==> src/rtl/pwm_pkg.sv <==
package pwm_pkg;

    localparam int unsigned PWM_WIDTH_DEFAULT = 8;
    localparam int unsigned PWM_DIV_DEFAULT   = 11;

    // Number of clocks in one full output period.
    function automatic longint unsigned period_clocks(input int unsigned w, input int unsigned d);
        return longint'(1) << (w + d);
    endfunction

    // Sources the active register can be loaded from at a rollover.
    typedef enum logic [1:0] {
        SRC_HOLD   = 2'd0,
        SRC_SHADOW = 2'd1,
        SRC_DIRECT = 2'd2
    } load_src_e;

    // Decide how the active register is updated.
    function automatic load_src_e pick_source(input logic rollover, input logic load_now);
        if (!rollover)
            return SRC_HOLD;
        else if (load_now)
            return SRC_DIRECT;
        else
            return SRC_SHADOW;
    endfunction

endpackage

==> src/rtl/pwm_tick_gen.sv <==
module pwm_tick_gen #(
    parameter int unsigned DIV = pwm_pkg::PWM_DIV_DEFAULT
) (
    input  logic clk,
    input  logic rst,
    output logic tick_o
);

    generate
        if (DIV == 0) begin : g_nodiv
            // No divider: the counter advances on every clock.
            assign tick_o = 1'b1;
        end else begin : g_div
            localparam logic [DIV-1:0] DIV_LAST = '1;
            logic [DIV-1:0] div_q;

            always_ff @(posedge clk) begin
                if (rst)
                    div_q <= '0;
                else
                    div_q <= div_q + DIV'(1);
            end

            assign tick_o = (div_q == DIV_LAST);

            // the tick lasts a single cycle.
            assert_tick_single_R9: assert property (@(posedge clk) disable iff (rst)
                tick_o |=> !tick_o);
        end
    endgenerate

endmodule

==> src/rtl/pwm_count.sv <==
module pwm_count #(
    parameter int unsigned WIDTH = pwm_pkg::PWM_WIDTH_DEFAULT
) (
    input  logic             clk,
    input  logic             rst,
    input  logic             tick_i,
    output logic [WIDTH-1:0] cnt_o,
    output logic             rollover_o
);

    localparam logic [WIDTH-1:0] CNT_LAST = '1;

    logic [WIDTH-1:0] cnt_q;

    always_ff @(posedge clk) begin
        if (rst)
            cnt_q <= '0;
        else if (tick_i)
            cnt_q <= cnt_q + WIDTH'(1);
    end

    assign cnt_o      = cnt_q;
    assign rollover_o = tick_i && (cnt_q == CNT_LAST);

    // the counter only moves on a tick, and then by exactly one.
    assert_cnt_hold_R1: assert property (@(posedge clk) disable iff (rst)
        !tick_i |=> $stable(cnt_q));
    assert_cnt_step_R1: assert property (@(posedge clk) disable iff (rst)
        tick_i |=> (cnt_q == $past(cnt_q) + WIDTH'(1)));

endmodule

==> src/rtl/pwm_duty_buf.sv <==
module pwm_duty_buf #(
    parameter int unsigned WIDTH = pwm_pkg::PWM_WIDTH_DEFAULT
) (
    input  logic             clk,
    input  logic             rst,
    input  logic             load_i,
    input  logic [WIDTH-1:0] val_i,
    input  logic             rollover_i,
    output logic [WIDTH-1:0] active_o
);

    import pwm_pkg::*;

    logic [WIDTH-1:0] shadow_q;
    logic [WIDTH-1:0] active_q;
    logic [WIDTH-1:0] active_d;
    load_src_e        src;

    assign src = pick_source(rollover_i, load_i);

    always_comb begin
        unique case (src)
            SRC_DIRECT: active_d = val_i;
            SRC_SHADOW: active_d = shadow_q;
            default:    active_d = active_q;
        endcase
    end

    always_ff @(posedge clk) begin
        if (rst) begin
            shadow_q <= '0;
            active_q <= '0;
        end else begin
            if (load_i)
                shadow_q <= val_i;
            active_q <= active_d;
        end
    end

    assign active_o = active_q;

    // without a load strobe the shadow register keeps its value.
    assert_shadow_hold_R3: assert property (@(posedge clk) disable iff (rst)
        !load_i |=> $stable(shadow_q));
    // the active duty only moves at a rollover.
    assert_active_hold_R5: assert property (@(posedge clk) disable iff (rst)
        !rollover_i |=> $stable(active_q));
    // a load that coincides with the rollover goes straight to the active register.
    assert_active_direct_R6: assert property (@(posedge clk) disable iff (rst)
        (rollover_i && load_i) |=> (active_q == $past(val_i)));

endmodule

==> src/rtl/pwm_glitchfree.sv <==
module pwm_glitchfree #(
    parameter int unsigned WIDTH = pwm_pkg::PWM_WIDTH_DEFAULT,
    parameter int unsigned DIV   = pwm_pkg::PWM_DIV_DEFAULT
) (
    input  logic             clk,
    input  logic             rst,
    input  logic [WIDTH-1:0] duty_val,
    input  logic             duty_load,
    output logic             pwm_out
);

    logic             tick;
    logic             rollover;
    logic [WIDTH-1:0] cnt;
    logic [WIDTH-1:0] active;

    pwm_tick_gen #(.DIV(DIV)) u_tick (
        .clk    (clk),
        .rst    (rst),
        .tick_o (tick)
    );

    pwm_count #(.WIDTH(WIDTH)) u_count (
        .clk        (clk),
        .rst        (rst),
        .tick_i     (tick),
        .cnt_o      (cnt),
        .rollover_o (rollover)
    );

    pwm_duty_buf #(.WIDTH(WIDTH)) u_buf (
        .clk        (clk),
        .rst        (rst),
        .load_i     (duty_load),
        .val_i      (duty_val),
        .rollover_i (rollover),
        .active_o   (active)
    );

    assign pwm_out = (active > cnt);

    // a zero duty never drives the output high.
    assert_zero_low_R7: assert property (@(posedge clk) disable iff (rst)
        (active == '0) |-> !pwm_out);
    // one clock after reset the output is low and the counter is back at zero.
    assert_reset_low_R8: assert property (@(posedge clk)
        rst |=> (!pwm_out && cnt == '0));

endmodule

==> config.mk <==
export PLATFORM = sky130hd
export DESIGN_NAME = pwm_glitchfree
export DESIGN_NICKNAME = d
export VERILOG_FILES = /design/src/rtl/pwm_pkg.sv /design/src/rtl/pwm_tick_gen.sv /design/src/rtl/pwm_count.sv /design/src/rtl/pwm_duty_buf.sv /design/src/rtl/pwm_glitchfree.sv
export SDC_FILE = /design/constraint.sdc
export NUM_CORES = 1
export LEC_CHECK = 0
export ABC_AREA = 1
export BUFFER_PORTS_ARGS = -buffer_cell sky130_fd_sc_hd__buf_2
export CORE_ASPECT_RATIO = 0.6
export CORE_MARGIN = 2
export CORE_UTILIZATION = 60
export DETAILED_ROUTE_END_ITERATION = 8
export GPL_TIMING_DRIVEN = 0
export PLACE_DENSITY = 0.79
export SLEW_MARGIN = 0
export SYNTH_ARGS = -nofsm -noshare
export SYNTH_HDL_FRONTEND = slang
export SYNTH_SLANG_ARGS = --single-unit
==> constraint.sdc <==
create_clock -name clk -period 3.56 [get_ports clk]
set_input_delay 0.356 -clock clk [delete_from_list [all_inputs] [get_ports clk]]
set_output_delay 0.356 -clock clk [all_outputs]
set_load 0.02 [all_outputs]
After elaboration in Yosys (flattened, before gate mapping)
Cells that the tools add are included.
Word-level totals
  register bits: 35
  bits in latches: 0
  bits in writable memories: 0
  memory bits (read-only): 0
  bits of input ports: 11
  output and inout bits: 1
  word-level logic and storage cells: 16
  memories: 0
Operators by class
  $add $sub $neg: 2
  multiply operators: 0
  divide/modulo/power cells: 0
  magnitude comparators: 1
  equality and inequality tests: 4
  shifts and indexed selects: 0
  mux-type cells: 3
  bitwise operators: 0
  reductions and logical operators: 2
Operators with widths (count)
  one-hot mux 8 bit (2 select lines): 1
  adder 11 x 1 -> 11 bit (second input constant): 1
  equality test 11 bit (second input constant): 1
  adder 8 x 1 -> 8 bit (second input constant): 1
  equality test 8 bit (second input constant): 1
  > comparator 8 bit: 1
  two-way mux 2 bit: 2
  equality test 2 x 1 -> 1 bit (second input constant): 1
  equality test 2 bit (second input constant): 1
  nonzero test 2 bit: 1
  logical AND 1 bit: 1

Logic depth before layout (Yosys ltp)
Gate-level depths: netlist (run 1).
  depth after elaboration: 5
  gate-level depth with buffers: 9
  mapped depth without buffers: 8

Hierarchy
A second synthesis (run 1) with hierarchy kept.
Second synthesis, totals
  cells, all modules: 244
  area, all modules: 1731.7 um2
Modules (own cells, without submodules)
  pwm_duty_buf: times used 1, cells each 86, area each 656.9 um2, seq. area each 320.3 um2
  pwm_tick_gen: times used 1, cells each 72, area each 505.5 um2, seq. area each 220.2 um2
  pwm_count: times used 1, cells each 50, area each 351.6 um2, seq. area each 160.2 um2
  pwm_glitchfree: times used 1, cells each 36, area each 217.7 um2, seq. area each 0.0 um2

Least setup slack after synthesis (run 1)
OpenSTA, ideal clock, no wires.
  path kind: flip-flop to output port
  from: register u_count.cnt_q[3], in the netlist u_count.cnt_o[3]
  to: output pwm_out
  arrival time: 1.464 ns
  data required time: 3.204 ns
  path slack: 1.740 ns
  cell stages (with the launch flop): 9
  buffers on the path: 0
  cells stage by stage: dfxtp_1 > inv_1 > ha_1 > nand2_1 > inv_1 > o21ai_0 > nand2_1 > nand2_1 > a21boi_0
On the way
  cells in the longest elaborated chain, start to end: 1
RTL lines
  start: declaration: RTL line pwm_count.sv:13  | logic [WIDTH-1:0] cnt_q;
  start signal: assignment: RTL line pwm_count.sv:19  | cnt_q <= cnt_q + WIDTH'(1);
  > comparator 8 bit: RTL line pwm_glitchfree.sv:40  | assign pwm_out = (active > cnt);
  end: declaration: RTL line pwm_glitchfree.sv:9  | output logic pwm_out
Every way passes these cells.

Worst setup path after layout (run 1)
Ends and elaborated chain as after synthesis.

==> results of run 1 <==
-- sequential cells by signal, summed over array words and instances (netlist names) --
name                cells
u_tick.g_div.div_q     11
u_buf.active_o          8
u_buf.shadow_q          8
u_count.cnt_o           8
-- cell usage after synthesis (all sizes together) --
cell	n	share of area
xor2	3	0.016
a31oi	1	0.0037
clkbuf	2	0.0044
ha	10	0.074
o21a	2	0.0089
nand2	51	0.12
dfxtp	35	0.41
inv	29	0.064
a21boi	1	0.0044
buf	3	0.011
nor3	3	0.012
o21ai	15	0.044
nand4	2	0.0074
a21oi	17	0.050
nand3	16	0.050
nor2	43	0.12
-- worst paths after layout --
check                                      startpoint  depth (start not counted)  slack, ps                    end
worst max register to register       u_count.cnt_o[0]                          6       1950      u_buf.active_o[3]
worst min register to register  u_tick.g_div.div_q[0]                          1        460  u_tick.g_div.div_q[0]
worst min-delay path                      duty_val[4]                          5        430      u_buf.shadow_q[4]
worst max-delay path                 u_count.cnt_o[3]                          9       1500                pwm_out
-- through the flow --
stage	power (uW)	instances	utilization	instance area (sq um)
2_1_floorplan	436	233	-	1700
3_3_place_gp	447	275	0.689	1790
3_5_place_dp	448	275	0.689	1790
4_1_cts	868	283	0.740	1920
5_1_grt	889	283	0.740	1920
6_report	863	283	0.740	1920
-- worst min-delay path, cell delays in order --
cell and delay (ps):
buf_2 100, inv_1 40, nand2_1 40, o21ai_0 90, nor2_1 50
-- power by group --
part | switching (uW) | leakage, uW | internal (uW)
clock network | 144 | 0.0000654 | 280
registers | 2.82 | 0.000285 | 400
logic | 22.8 | 0.000486 | 13.1
total | 169 | 0.000836 | 693
-- layout make-up --
cell class | count | area share
repair buffers | 10 | 0.0261
inverters | 29 | 0.0568
multi-input cells | 164 | 0.448
well taps | 32 | 0.0209
flip-flops and latches | 35 | 0.365
plain buffers | 5 | 0.0137
clock buffers | 6 | 0.0378
clock inverters | 2 | 0.0313
-- per-layer routing --
layer,vias to the layer above,GRT usage,part of all wire
met4,0,0.0778,0.011
li1,773,-,-
met5,-,0,0
met1,615,0.332,0.55
met2,24,0.345,0.40
met3,7,0.0603,0.040
-- cells by family (layout without fill, tap and decap cells) --
| logic type | Yosys count | count (layout) |
|---|---|---|
| adders and majority gates | 10 | 10 |
| and+or+nand+nor | 115 | 115 |
| xor gates and xnor gates | 3 | 3 |
| buffers and inverters | 34 | 52 |
| AOI/OAI and AO/OA | 36 | 36 |
| DFF | 35 | 35 |
-- cells in the final DEF, fill, tap and decap left out, types with 5 or more instances in the layout --
cell type,netlist,layout
nand3_1,15,15
ha_1,10,10
buf_2,0,10
o21ai_0,15,15
a21oi_1,17,17
inv_1,25,25
nand2_1,49,49
dfxtp_1,35,35
clkbuf_8,0,5
nor2_1,39,39
==> results.txt, run 1 <==
Final Setup Violations - 0
Num CTS Buffers - 5
synth warn - 0
H-tree Lvls - 2
Cells after Synth - 233
footprint of the multi-input gates - 860 sq um
Worst-Margin Slew - 498 ps
Crit path largest cell delay - 410 ps
largest family of logic cells by synthesized area - simple AND/OR/NAND/NOR gates
FILL cells - 201
Synth Area per Inst - 7.28 sq um
DRT antenna net count - 0
DIE HEIGHT - 45.2 microns
Setup WS pre-CTS - 1820 ps
Worst-Skew Late Latency - 290 ps
VDD IR max - 359 uV
CP Data Required Time - 3200 ps
Pleak - 0.000836 uW
Arr. time, crit path - 1700 ps
Hold Crit Class - in -> reg
1st-iter DRT viols - 69
Yosys cell types - 24
WP buf/inv - 3
Startpoint Class - flop
simple-gate share of the synthesized area - 0.306
crit-path cells - inv_1, ha_1, nand2_1, inv_1, o21ai_0, nand2_1, nand2_1, a21boi_0, buf_2
FP Rows - 14
chip width - 72.6 microns
io pins - 12
vias in the first global route - 1,301
WS Path Type - reg -> out
Post-CTS Setup Inserts - 0
vias per inst - 5.01
RSZ-0062 raised after global routing - no
gp weighted congestion - 0.813
Fin Setup TNS - 0 ps
register area - 701 sq um
pin count of the biggest net entering global routing - 12
Post-Route Skew - 2.00 ps
GRT Residual Overflow - 0
family with the most delay on the worst path - flip-flops
slowest library cell on the worst path - dfxtp_1
P&R area growth vs syn - 13.1%
first-pass GRT wire length - 5710 microns
Max clock buf depth - 2
xor/xnor share of the synthesized area - 0.0155
fmax - 485 MHz
Worst setup EP type - output pin
Slew Viols, Final - 0
Worst Slack Setup Final - 1500 ps
syn_nets - 254
Via Count - 1,419
die area - 3280 sq um
flops & latches, synth - 35
post-synthesis mux area share - 0
compound-cell area share of the yosys netlist - 0.111
Initial Util - 0.654
Post-Synth Adder-Cell Area - 0.0738
initial antenna violation count - 0
total of max-cap violations - 0
Seq/Total Area, Yosys - 0.413
HPWL Detailed - 2380 microns
crit path time final - 2060 ps
outcome - complete, no violations
Initial DRT Pass Iterations - 4
final worst-path cycle share - 0.579
CTS tree - yes
Post-CTS Hold Buffers - 0
post-cts sizing count - 0
Global Route Usage Sum - 0.233
worst hold slack - 428 ps
WL final - 3140 microns
final hold vios - 0
share of cells above drive strength 1 - 0.120
cell mode on critical path - nand2_1
Slew headroom - 0.666
Buffers on Ports - 10
Residual DRC - 0
pwr dens - 450 nW/um^2
CTS Sinks - 35
core area - 2590 sq um
top fanout value on the critical path - 5
Mapped Area - 1700 sq um
WL per Instance - 11.1 microns
Worst-path clk slew - 70 ps
Final #Nets - 271
CTS root buffer - clkbuf_8
number of antenna diodes - 0
(Power assumes the default switching activity.)
==> run 2: changes to the inputs <==
CORE_UTILIZATION = 58   (was 60)
PLACE_DENSITY = 0.77   (was 0.79)
clock period = 2.1 ns   (was 3.56 ns; I/O delays follow)
==> results.txt, run 2 (same netlist as run 1, synthesis figures left out) <==
reg-to-reg endpoint - u_buf.active_o[2]
number of antenna diodes - 0 (unchanged)
post-cts sizing count - 0 (unchanged)
core area - 2830 sq um (+9.3%)
VDD IR max - 566 uV (+58%)
Fin Setup TNS - 0 ps (unchanged)
pin count of the biggest net entering global routing - 11 (-1)
GRT Residual Overflow - 0 (unchanged)
Num CTS Buffers - 5 (unchanged)
CTS Sinks - 35 (unchanged)
P_int - 1000 uW (+44%)
switching part of the total - 0.216 (+0.0198)
Final Setup Violations - 0 (unchanged)
HPWL Detailed - 2390 microns (+0.55%)
Worst-path clk slew - 70 ps (about the same)
Final Non-Filler Cells - 293 (+3.5%)
Arr. time, crit path - 1660 ps (-40 ps)
RSZ-0062 raised after global routing - no
fmax - 536 MHz
Final #Nets - 271 (unchanged)
reg2reg start - u_count.cnt_o[0]
io pins - 12 (unchanged)
initial antenna violation count - 0 (unchanged)
placed cells - 285 (+3.6%)
Sw Pwr - 276 uW (+63%)
P&R area growth vs syn - 12.0%
Hold Crit Class - in -> reg
FF-to-FF path depth - 6 (unchanged)
first-pass GRT wire length - 5350 microns (-6.3%)
combinational power share - 0.049 (+0.007)
Initial DRT Pass Iterations - 4 (unchanged)
WL final - 3220 microns (+2.6%)
commonest non-fill, non-tap cells in the layout - nand2_1 (49), nor2_1 (39), dfxtp_1 (34), inv_1 (25), a21oi_1 (17)
Slew Viols, Final - 0 (unchanged)
Residual DRC - 0 (unchanged)
most common cell after layout, fill and taps aside - nand2_1
Global Route Usage Sum - 0.219 (-0.0135)
WHS Path Cells - 5 (unchanged)
CTS tree - yes
Largest register FFs - 11 (unchanged)
Post-CTS Setup Inserts - 0 (unchanged)
share of cells above drive strength 1 - 0.124 (+0.00398)
Hold Path End - u_buf.shadow_q[5]
sequential power share - 0.536 (+0.069)
Post-Route Skew - 5.61 ps (+3.61 ps)
FP Rows - 15 (+1)
Largest Register - u_tick.g_div.div_q
DRT antenna net count - 0 (unchanged)
final hold vios - 0 (unchanged)
pwr dens - 672 nW/um^2 (+49%)
Slew headroom - 0.673 (+0.00700)
Worst setup EP type - output pin
Worst Slack Setup Final - 233 ps (-1270 ps)
vias in the first global route - 1,242 (-4.5%)
DIE HEIGHT - 45.9 microns (+1.6%)
gp weighted congestion - 0.767 (-5.7%)
Setup WS pre-CTS - 491 ps (-1330 ps)
Initial Util - 0.598 (-0.0557)
WS Path Type - reg -> out
top fanout value on the critical path - 5 (unchanged)
1st-iter DRT viols - 76 (+10%)
total of max-cap violations - 0 (unchanged)
Pleak - 0.000823 uW (-1.6%)
WL per Instance - 11.0 microns (-0.86%)
Worst-Margin Slew - 491 ps (-7.79 ps)
Buffers on Ports - 10 (unchanged)
final worst-path cycle share - 0.889
CTS root buffer - clkbuf_8
HP Start - duty_val[5]
Post-CTS Hold Buffers - 0 (unchanged)
H-tree Lvls - 2 (unchanged)
outcome - complete, no violations
Max clock buf depth - 2 (unchanged)
Startpoint Class - flop
Tot Pwr - 1280 uW (+48%)
CP Data Required Time - 1890 ps (-1310 ps)
Via Count - 1,413 (-0.42%)
crit path time final - 1870 ps
die area - 3390 sq um (+3.2%)
worst reg-to-reg setup slack - 470 ps (-1480 ps)
Worst-Skew Late Latency - 290 ps (about the same)
vias per inst - 4.82 (-3.8%)
clock share of power - 0.415 (-0.076)
chip width - 73.8 microns (+1.6%)
[run 2: cell count changes in the layout (fill, tap and decap cells not counted), sizes merged]
cell / change
bufinv: -2
clkbuf: +2
[run 2: power groups by stage]
stage	Clock, uW	Combinational [uW]	Sequential, uW
floorplan	0	41.0	698
global placement	0	60.6	698
detailed placement	0	61.4	699
CTS	545	61.9	683
global route	571	72.0	684
finish	530	62.3	684
[run 2: cell type report]
cell class                 instances  area [sq um]
buffer                             5          26.3
clock buffer                       8           100
fill                             252           935
inverter                          29           109
multi-input combinational        164           860
sequential                        35           702
tap                               42          52.6
timing repair buffer              10          50.0
[run 2: through the flow]
step	util	hold WS, ps	instance area, sq um
final	0.670	291	1900
after detailed placement	0.634	441	1800
after global placement	0.634	430	1800
after global routing	0.670	327	1900
after CTS	0.670	285	1900
after floorplan	-	404	1700
[run 2: worst max path at each step]
stage | from | end | slack, ps | cells past startpoint
floorplan | u_count.cnt_o[3] | pwm_out | 430 | 8
global placement | u_count.cnt_o[3] | pwm_out | 530 | 9
detailed placement | u_count.cnt_o[3] | pwm_out | 490 | 9
CTS | u_count.cnt_o[3] | pwm_out | 170 | 9
global route | u_count.cnt_o[3] | pwm_out | 80 | 9
finish | u_count.cnt_o[6] | pwm_out | 230 | 7
[run 2: worst max-delay path: stages, from the launching register on]
cell and delay, ps:
dfxtp_1 420, inv_1 70, ha_1 270, nand2_1 60, nor2_1 170, nand2_1 70, a21boi_0 130, buf_2 180
[run 2: per-layer routing]
metal,wire length [microns],share of wire,track usage
met4,0,0,0.0982
met2,1380,0.43,0.316
met5,0,0,0
met1,1690,0.52,0.299
met3,152,0.047,0.0730
